**config.mk**
```make
export PLATFORM = sky130hd
export DESIGN_NAME = pixclk_gen
export DESIGN_NICKNAME = d
export VERILOG_FILES = /design/src/rtl/pcg_pkg.sv /design/src/rtl/pcg_cfg_shadow.sv /design/src/rtl/pcg_frac_div.sv /design/src/rtl/pcg_int_div.sv /design/src/rtl/pixclk_gen.sv
export SDC_FILE = /design/constraint.sdc
export NUM_CORES = 1
export LEC_CHECK = 0
export ABC_AREA = 1
export BUFFER_PORTS_ARGS = -buffer_cell sky130_fd_sc_hd__buf_2
export CAP_MARGIN = 30
export CORE_AREA = 3 3 118 120
export CTS_BUF_LIST = sky130_fd_sc_hd__clkbuf_16
export CTS_CLUSTER_DIAMETER = 200
export CTS_CLUSTER_SIZE = 40
export DETAILED_ROUTE_END_ITERATION = 10
export DIE_AREA = 0 0 121 123
export PLACE_DENSITY = 0.64
export SYNTH_ARGS = -nofsm -noshare
export SYNTH_HDL_FRONTEND = slang
export SYNTH_HIERARCHICAL = 1
export SYNTH_SLANG_ARGS = --single-unit
```
**constraint.sdc**
```tcl
create_clock -name clk -period 4.8 [get_ports clk]
set_clock_uncertainty 0.2 [all_clocks]
set_input_delay 0.72 -clock clk [delete_from_list [all_inputs] [get_ports clk]]
set_output_delay 0.72 -clock clk [all_outputs]
set_load 0.005 [all_outputs]
```
**src/rtl/pcg_pkg.sv**
```systemverilog
`timescale 1ns/1ps
package pcg_pkg;
  localparam int NSRC   = 4;
  localparam int SEL_W  = $clog2(NSRC);
  localparam int CFG_W  = 32;
  localparam int IDIV_W = 8;
  localparam int BDIV_W = 4;
  localparam int FRAC_W = 12;

  // decoded fields of the control word (reserved bits are not stored)
  typedef struct packed {
    logic [SEL_W-1:0]  src;
    logic              off;
    logic [FRAC_W-1:0] frac;
    logic [BDIV_W-1:0] bdiv;
    logic [IDIV_W-1:0] idiv;
  } pcg_cfg_t;

  localparam pcg_cfg_t CFG_RESET = '{src: '0, off: 1'b1, frac: '0, bdiv: '0, idiv: '0};
endpackage

```
**src/rtl/pcg_cfg_shadow.sv**
```systemverilog
`timescale 1ns/1ps
// Holds the active control word plus one pending word that waits for a
// pixel boundary while the path runs.
module pcg_cfg_shadow import pcg_pkg::*; (
  input  logic              clk,
  input  logic              rst_n,
  input  logic              wr_en,
  input  pcg_cfg_t          wr_word,
  input  logic              boundary,
  output pcg_cfg_t          act,
  output logic              upd_avail,
  output logic [SEL_W-1:0]  upd_src,
  output logic [FRAC_W-1:0] upd_frac,
  output logic              load
);
  pcg_cfg_t act_q, act_d, pend_q, pend_d, upd_word;
  logic     pv_q, pv_d;

  always_comb begin
    act_d     = act_q;
    pend_d    = pend_q;
    pv_d      = pv_q;
    load      = 1'b0;
    upd_word  = wr_en ? wr_word : pend_q;   // latest write wins
    upd_avail = wr_en | pv_q;
    if (act_q.off) begin
      if (wr_en) begin
        act_d = wr_word;
        load  = 1'b1;
      end
    end else if (boundary && upd_avail) begin
      act_d = upd_word;
      pv_d  = 1'b0;
      load  = 1'b1;
    end else if (wr_en) begin
      pend_d = wr_word;
      pv_d   = 1'b1;
    end
  end

  always_ff @(posedge clk or negedge rst_n) begin
    if (!rst_n) begin
      act_q  <= CFG_RESET;
      pend_q <= CFG_RESET;
      pv_q   <= 1'b0;
    end else begin
      act_q  <= act_d;
      pend_q <= pend_d;
      pv_q   <= pv_d;
    end
  end

  assign act      = act_q;
  assign upd_src  = upd_word.src;
  assign upd_frac = upd_word.frac;
endmodule

```
**src/rtl/pcg_frac_div.sv**
```systemverilog
`timescale 1ns/1ps
// Integer-plus-fraction strobe divider. A carry out of the phase
// accumulator lengthens the next period by one strobe.
module pcg_frac_div #(
  parameter int IW = 8,
  parameter int FW = 12
) (
  input  logic          clk,
  input  logic          rst_n,
  input  logic          run,
  input  logic          tick,
  input  logic [IW-1:0] idiv,
  input  logic [FW-1:0] frac_nxt,
  input  logic          clr_acc,
  output logic          boundary
);
  localparam int CW = IW + 1;

  logic [CW-1:0] cnt_q, cnt_d, lim;
  logic [IW-1:0] eff;
  logic [FW-1:0] acc_q, acc_d;
  logic          str_q, str_d;

  always_comb begin
    eff      = (idiv < IW'(2)) ? IW'(2) : idiv;
    lim      = {1'b0, eff} + CW'(str_q) - CW'(1);
    boundary = run & tick & (cnt_q >= lim);
    cnt_d    = cnt_q;
    acc_d    = acc_q;
    str_d    = str_q;
    if (!run) begin
      cnt_d = '0;
      acc_d = '0;
      str_d = 1'b0;
    end else if (boundary) begin
      cnt_d = '0;
      if (clr_acc) begin
        acc_d = '0;
        str_d = 1'b0;
      end else begin
        {str_d, acc_d} = {1'b0, acc_q} + {1'b0, frac_nxt};
      end
    end else if (tick) begin
      cnt_d = cnt_q + CW'(1);
    end
  end

  always_ff @(posedge clk or negedge rst_n) begin
    if (!rst_n) begin
      cnt_q <= '0;
      acc_q <= '0;
      str_q <= 1'b0;
    end else begin
      cnt_q <= cnt_d;
      acc_q <= acc_d;
      str_q <= str_d;
    end
  end
endmodule

```
**src/rtl/pcg_int_div.sv**
```systemverilog
`timescale 1ns/1ps
// Small strobe divider: 0 off, 1 bypass, 2 and up divide.
module pcg_int_div #(
  parameter int W = 4
) (
  input  logic         clk,
  input  logic         rst_n,
  input  logic         tick,
  input  logic         clr,
  input  logic [W-1:0] div,
  output logic         fire
);
  logic [W-1:0] cnt_q, cnt_d, lim;

  always_comb begin
    lim = div - W'(1);
    if (div == '0)          fire = 1'b0;
    else if (div == W'(1))  fire = tick;
    else                    fire = tick && (cnt_q >= lim);
    cnt_d = cnt_q;
    if (clr || (div < W'(2))) cnt_d = '0;
    else if (tick)            cnt_d = fire ? '0 : cnt_q + W'(1);
  end

  always_ff @(posedge clk or negedge rst_n) begin
    if (!rst_n) cnt_q <= '0;
    else        cnt_q <= cnt_d;
  end
endmodule

```
**src/rtl/pixclk_gen.sv**
```systemverilog
`timescale 1ns/1ps
module pixclk_gen import pcg_pkg::*; (
  input  logic             clk,
  input  logic             rst_n,
  input  logic [NSRC-1:0]  src_tick,
  input  logic             cfg_wr,
  input  logic [CFG_W-1:0] cfg_wdata,
  output logic             pix_en,
  output logic             bit_en,
  output logic             pix_run
);
  pcg_cfg_t          wr_word, act;
  logic              upd_avail, load, boundary, q, clr_acc, bfire, run;
  logic [SEL_W-1:0]  upd_src;
  logic [FRAC_W-1:0] upd_frac, frac_nxt;
  logic              pix_en_d, bit_en_d;
  logic              unused_rsv;

  // field positions of the control word
  assign wr_word = '{src:  cfg_wdata[31:30],
                     off:  cfg_wdata[28],
                     frac: cfg_wdata[27:16],
                     bdiv: cfg_wdata[11:8],
                     idiv: cfg_wdata[7:0]};
  assign unused_rsv = ^{cfg_wdata[29], cfg_wdata[15:12]};

  pcg_cfg_shadow u_cfg (
    .clk(clk), .rst_n(rst_n), .wr_en(cfg_wr), .wr_word(wr_word),
    .boundary(boundary), .act(act), .upd_avail(upd_avail),
    .upd_src(upd_src), .upd_frac(upd_frac), .load(load)
  );

  assign q        = src_tick[act.src];
  assign run      = ~act.off;
  assign frac_nxt = upd_avail ? upd_frac : act.frac;
  assign clr_acc  = upd_avail && (upd_src != act.src);

  pcg_frac_div #(.IW(IDIV_W), .FW(FRAC_W)) u_pix (
    .clk(clk), .rst_n(rst_n), .run(run), .tick(q), .idiv(act.idiv),
    .frac_nxt(frac_nxt), .clr_acc(clr_acc), .boundary(boundary)
  );

  pcg_int_div #(.W(BDIV_W)) u_bit (
    .clk(clk), .rst_n(rst_n), .tick(q), .clr(load), .div(act.bdiv),
    .fire(bfire)
  );

  always_comb begin
    pix_en_d = boundary;
    bit_en_d = bfire;
  end

  always_ff @(posedge clk or negedge rst_n) begin
    if (!rst_n) begin
      pix_en <= 1'b0;
      bit_en <= 1'b0;
    end else begin
      pix_en <= pix_en_d;
      bit_en <= bit_en_d;
    end
  end

  assign pix_run = run;
endmodule

```
==> impl_results.md, run 1 <==
- Status: finished, final reports clean
- Htree depth: 3
- Initial antenna violation count: 0
- Worst-path fanout max: 23
- Area occupied by multi-input gates: 3070 um2
- Initial core utilization: 43.1%
- Fin cells: 975
- Die X: 121 um
- # placed instances: 959
- Clock-pin slew on the worst setup and hold paths: 60 ps
- Max-Cap Viols: 0
- Register area: 2080 um2
- Worst EP required: 4870 ps
- Clk buf depth: 2
- CTS Buf Count: 9
- Final core occ: 46.8%
- HPWL after detailed placement: 8.75 mm
- Max-slew headroom at the worst pin: 46.5%
- Syn nets: 849
- Area grow syn2layout: 8.52%
- CP Data Arrival Time: 4300 ps
- Vias per cell: 4.86
- Hold Fails Final Rpt: 0
- Hold Crit Class: in2async
- Routed Antenna Nets: 0
- Placer Congestion: 0.841
- Die height: 123 um
- Row cnt: 42
- Clock latency at the later pin of the worst-skew pair: 340 ps
- Die Area: 14900 um2
- Largest net degree at the start of global routing: 53
- Post-CTS Setup Bufs: 0
- Worst vdd ir: 0.230 mV
- Unrepaired setup endpoints after global routing: no
- Number of synthesis warnings: 6
- LEAKAGE: 3.36 nW
- Syn_area_per_cell: 7.25 um2
- Setup-failing EPs final: 0
- FF+latch count, synth: 83
- CTS sink count: 83
- Total wire length: 12.8 mm
- Post_cts resized: 0
- Vias in the first global route: 4581
- Seq/Total Area, Yosys: 36.9%
- Power, Total: 3.82 mW
- Share of the cycle needed by the critical path after routing: 88.1%
- Number of fill cells: 1370
- Slew @ Worst Pin: 802 ps
- FMAX: 237 MHz
- Synth Flop Type: dfrtp_1
- Global-route usage over all layers: 18.6%
- Final nets: 865
- CTS tree: done
- Setup CP Type: reg2reg
- CP startpoint kind: flip-flop
- First-pass GRT wire length: 22.2 mm
- Crit. End Element: flip-flop
- Number of diodes: 0
- Min cycle time layout: 4230 ps
- Core Area: 13100 um2
- Mapped Area: 5640 um2
- Drt first pass iters: 4
- Total global routing overflow: 0
- # DRC: 0
- Pwr dens: 624 nW/um2
- Ys async rst share: 100%
- Number of I/O pins: 42
- # hold bufs at CTS: 0
- Routed via count: 4740
- DR WL/cell: 13.2 um
- Fin Setup TNS: 0 ps
- Layout cells sized above 1: 13.1%
- Post-synth EDFFs: 0
- Initial DRC Count: 212
- Library cells used by synthesis: 42
- CTS root buffer: clkbuf_16
- PortBufs: 36
- Pins Over Slew Limit: 0
- Syn Inst Count: 778
[cell families (layout without fill, tap and decap cells)]
logic type / count (synthesis) / count (layout) / share of synthesized area (%)
buffers and inverters: 100 / 121 / 8.74
AND/OR/NAND/NOR: 486 / 486 / 38.3
flip-flops: 83 / 83 / 36.9
adder cells (fa/ha/maj): 32 / 32 / 7.23
AO/OA/AOI/OAI: 59 / 59 / 6.06
XOR/XNOR: 18 / 18 / 2.80
[worst paths after layout]
check                                      start               end  slack [ps]  depth (start not counted)
max in group asynchronous                  rst_n     u_cfg/act[24]        3230                          2
worst max-delay path                u_cfg/act[4]    u_bit/cnt_q[3]         570                         20
worst min-delay path                       rst_n    u_pix/acc_q[4]         230                          1
worst min register to register  u_cfg/pend_q[20]  u_cfg/pend_q[20]         270                          2
min in group clk                u_cfg/pend_q[20]  u_cfg/pend_q[20]         270                          2
worst max register to register      u_cfg/act[4]    u_bit/cnt_q[3]         570                         20
[per-stage QoR]
| step | hold WS, ps | worst slack [ps] | area [um2] |
|---|---|---|---|
| final | 227 | 573 | 6120 |
| after global routing | 286 | 151 | 6120 |
| after CTS | 256 | 565 | 6120 |
| after detailed placement | 258 | 578 | 5840 |
| after global placement | 253 | 630 | 5840 |
| after floorplan | 224 | 1010 | 5640 |
[cells in the mapped netlist (2+ instances only)]
library cell	n	area share (%)
nand4_1	4	0.44
clkbuf_1	4	0.27
ha_1	31	6.9
xor2_1	10	1.6
nand3_1	71	6.3
nor3_1	2	0.18
a21oi_1	12	1.1
dfrtp_1	81	36
nand3_4	3	0.93
dfstp_2	2	0.93
xnor2_1	8	1.2
o21ai_0	34	3.0
nand2_2	5	0.55
inv_2	4	0.27
nor2_1	29	1.9
nand2_1	341	23
inv_1	56	3.7
nor3_2	4	0.71
nor2_2	7	0.78
buf_4	20	2.7
o21ai_1	2	0.18
a21oi_2	2	0.31
nand3_2	11	2.0
buf_2	13	1.2
o21ai_2	2	0.31
nand2_4	4	0.80
[worst max-delay path, cell delays in order (launching register included)]
cell	delay [ps]
dfrtp_1	430
nor2_1	190
nand2_1	110
o41ai_1	320
ha_1	280
ha_1	200
nand2_1	90
nor3_1	250
xor2_1	200
ha_1	260
nand2_1	70
a21oi_1	80
nor2_2	130
nand3_4	130
nand2_8	180
inv_1	170
nand3_4	120
nand2_4	190
a211oi_2	380
nand2_1	90
nand2_1	70
[layer usage]
metal	wire (um)	part of all wire, %	vias to the layer above	track usage [%]
met1	6470	50	2173	26.5
met5	0	0	-	0
met3	426	3.3	6	2.52
met2	5820	45	74	28.8
met4	119	0.93	0	7.08
li1	-	-	2487	-
[power by group]
part | internal, mW | switching, mW
Combinational | 0.687 | 1.28
Clock | 0.393 | 0.273
Sequential | 0.988 | 0.195
[flip-flops by register name, indices dropped and copies added (netlist names)]
register	count
u_bit/cnt_q	4
pix_en	1
u_pix/cnt_q	9
u_pix/acc_q	12
u_pix/str_q	1
u_cfg/act	27
bit_en	1
u_cfg/pend_q	27
u_cfg/pv_q	1
[area by class of cell]
cell class | instances | area share, %
timing repair buffer | 44 | 3.97
tap | 176 | 3.60
inverter | 61 | 3.78
clock inverter | 7 | 0.879
multi-input combinational | 595 | 50.1
sequential | 83 | 34.0
clock buffer | 9 | 3.68
[layout by cell type, fill, tap and decap left out, drive strengths merged]
cell	count
nand2	351
nand3	85
dfrtp	81
inv	63
buf	44
o21ai	38
nor2	37
ha	31
a21oi	15
xor2	10
clkbuf	9
xnor2	8
nor3	6
nand4	5
clkinv	4
dfstp	2
o211ai	1
bufinv	1
a21boi	1
a211oi	1
o41ai	1
a21o	1
and3	1
a31oi	1
or2	1
fa	1
No activity file was read; power rests on OpenSTA's default activity.
==> inputs of run 2 (changes only) <==
- CORE_AREA: 3 3 118 120 -> 3 3 109 111
- DIE_AREA: 0 0 121 123 -> 0 0 112 114
- PLACE_DENSITY: 0.64 -> 0.73
- REMOVE_ABC_BUFFERS: unset -> 1
- clock period: 4.8 -> 5 ns (I/O delays scaled with it)
==> impl_results.md, run 2 (synthesized netlist as in run 1, its figures left out) <==
- Fin cells: 935 (was 975)
- Crit. End Element: flip-flop (unchanged)
- CTS sink count: 83 (unchanged)
- Area occupied by multi-input gates: 3070 um2 (unchanged)
- # placed instances: 919 (was 959)
- Clock-pin slew on the worst setup and hold paths: 70 ps (was 60 ps)
- Htree depth: 3 (unchanged)
- Slew @ Worst Pin: 795 ps (was 802 ps)
- Die height: 114 um (was 123 um)
- Vias per cell: 5.33 (was 4.86)
- Final nets: 861 (was 865)
- P_sw: 1.75 mW (about the same)
- CTS root buffer: clkbuf_16 (unchanged)
- Pwr dens: 608 nW/um2 (was 624 nW/um2)
- Most frequent cells in the layout: nand2_1, dfrtp_1, nand3_1 (unchanged)
- Share of the cycle needed by the critical path after routing: 84.9% (was 88.1%)
- Sequential share of power: 31.7% (was 31.0%)
- Worst vdd ir: 0.387 mV (was 0.230 mV)
- Most common library cell in the layout ignoring fill and taps: nand2_1 (unchanged)
- Total wire length: 13.3 mm (was 12.8 mm)
- Row cnt: 38 (was 42)
- CTS Buf Count: 9 (unchanged)
- CP startpoint kind: flip-flop (unchanged)
- Status: finished, final reports clean (unchanged)
- Clock power share: 17.6% (was 17.4%)
- Hold Crit Class: in2async (unchanged)
- Critical R2R Launch: u_cfg/act[4] (unchanged)
- Power, Total: 3.69 mW (was 3.82 mW)
- R2r worst-path depth: 20 (unchanged)
- Met1 Use GR: 27.5% (was 26.5%)
- GRT met3 Usage: 3.18% (was 2.52%)
- First-pass GRT wire length: 22.6 mm (was 22.2 mm)
- Post_cts resized: 0 (unchanged)
- Routed Antenna Nets: 0 (unchanged)
- Placer Congestion: 0.934 (was 0.841)
- Routed via count: 4980 (was 4740)
- Unrepaired setup endpoints after global routing: no (unchanged)
- Min cycle time layout: 4250 ps (was 4230 ps)
- HPWL after detailed placement: 8.96 mm (was 8.75 mm)
- Die Area: 12800 um2 (was 14900 um2)
- CTS tree: done (unchanged)
- Grt met2 use: 37.6% (was 28.8%)
- # hold bufs at CTS: 0 (unchanged)
- Comb power frac: 50.8% (was 51.6%)
- Hold Fails Final Rpt: 0 (unchanged)
- WHS: 89.7 ps (was 227 ps)
- Internal power: 1.94 mW (was 2.07 mW)
- Reg2reg end: u_bit/cnt_q[0] (was u_bit/cnt_q[3])
- Initial core utilization: 51.8% (was 43.1%)
- Sw frac: 47.3% (was 45.8%)
- Drt first pass iters: 5 (was 4)
- Gr busiest metal: met2 (unchanged)
- Number of diodes: 0 (unchanged)
- Number of I/O pins: 42 (unchanged)
- Layout cells sized above 1: 13.2% (was 13.1%)
- DR WL/cell: 14.2 um (was 13.2 um)
- Area grow syn2layout: 7.61% (was 8.52%)
- Clk buf depth: 2 (unchanged)
- Post-CTS Setup Bufs: 0 (unchanged)
- Setup-failing EPs final: 0 (unchanged)
- Setup CP Type: reg2reg (unchanged)
- Pins Over Slew Limit: 0 (unchanged)
- Worst-path fanout max: 28 (was 23)
- Vias in the first global route: 4780 (was 4581)
- Total global routing overflow: 0 (unchanged)
- Max-slew headroom at the worst pin: 47.0% (was 46.5%)
- Die X: 112 um (was 121 um)
- Fin Setup TNS: 0 ps (unchanged)
- Register area: 2080 um2 (unchanged)
- Global-route usage over all layers: 21.9% (was 18.6%)
- Worst EP required: 5090 ps (was 4870 ps)
- Largest net degree at the start of global routing: 63 (was 53)
- Clock latency at the later pin of the worst-skew pair: 350 ps (was 340 ps)
- LEAKAGE: 3.34 nW (was 3.36 nW)
- Core Area: 10900 um2 (was 13100 um2)
- # DRC: 0 (unchanged)
- Max-Cap Viols: 0 (unchanged)
- R2R setup slack: 750 ps (was 570 ps)
- CP Data Arrival Time: 4330 ps (was 4300 ps)
- PortBufs: 36 (unchanged)
- FMAX: 236 MHz (was 237 MHz)
- Initial DRC Count: 365 (was 212)
- Number of fill cells: 1013 (was 1370)
- Initial antenna violation count: 0 (unchanged)
run 2: changes by cell type in the layout (fill, tap and decap cells not counted):
| cell | previous run | this run |
|---|---|---|
| bufinv_16 | 1 | 0 |
| inv_6 | 0 | 4 |
| clkinvlp_4 | 0 | 1 |
| clkinv_1 | 3 | 1 |
| inv_1 | 58 | 56 |
| clkinv_2 | 1 | 0 |
| buf_16 | 0 | 1 |
| buf_4 | 9 | 4 |
| inv_8 | 0 | 1 |
run 2: critical path: stages (launching register included):
cell	delay [ps]
dfrtp_1	440
nor2_1	190
nand2_1	110
o41ai_1	270
ha_1	280
ha_1	200
nand2_1	100
nor3_1	280
xor2_1	190
ha_1	260
nand2_1	70
a21oi_1	70
nor2_2	130
nand3_4	140
nand2_8	190
inv_1	150
nand3_4	120
nand2_4	220
a211oi_2	380
nand2_1	90
nand2_1	80
run 2: metal layers:
metal | routed length [um] | share of wire (%) | vias up
met5 | 0 | 0 | -
met4 | 343 | 2.6 | 0
met3 | 571 | 4.3 | 23
met2 | 6400 | 48 | 132
met1 | 5940 | 45 | 2342
li1 | - | - | 2483
run 2: how the worst max path moves through the flow:
stage | from | to | slack [ps] | cells after the start
finish | u_cfg/act[4] | u_bit/cnt_q[0] | 750 | 20
global route | u_cfg/act[4] | u_bit/cnt_q[3] | 450 | 22
CTS | u_cfg/act[4] | u_bit/cnt_q[0] | 760 | 20
detailed placement | u_cfg/act[4] | u_bit/cnt_q[0] | 780 | 20
global placement | u_cfg/act[4] | u_bit/cnt_q[3] | 930 | 22
floorplan | u_cfg/act[4] | u_bit/cnt_q[3] | 1190 | 21
run 2: power groups by stage:
stage	Combinational (mW)	Clock, mW	Sequential [mW]
after floorplan	1.43	0	1.11
after global placement	1.78	0	1.16
after detailed placement	1.86	0	1.18
after CTS	1.87	0.663	1.16
after global routing	2.14	0.691	1.20
final	1.87	0.648	1.17
run 2: final cells by class:
type	count	area share, %
clock buffers	9	3.71
clock inverters	7	0.949
inverters	61	3.82
multi-input cells	595	50.5
flip-flops and latches	83	34.3
well taps	140	2.89
repair buffers	40	3.84
run 2: metrics by stage:
step                area [um2]  util [%]  worst slack (ps)
finish                    6070      55.7               755
floorplan                 5380         -              1190
CTS                       6070      55.7               761
detailed placement        5780      53.1               777
global placement          5760      52.9               931
global route              6070      55.7               450
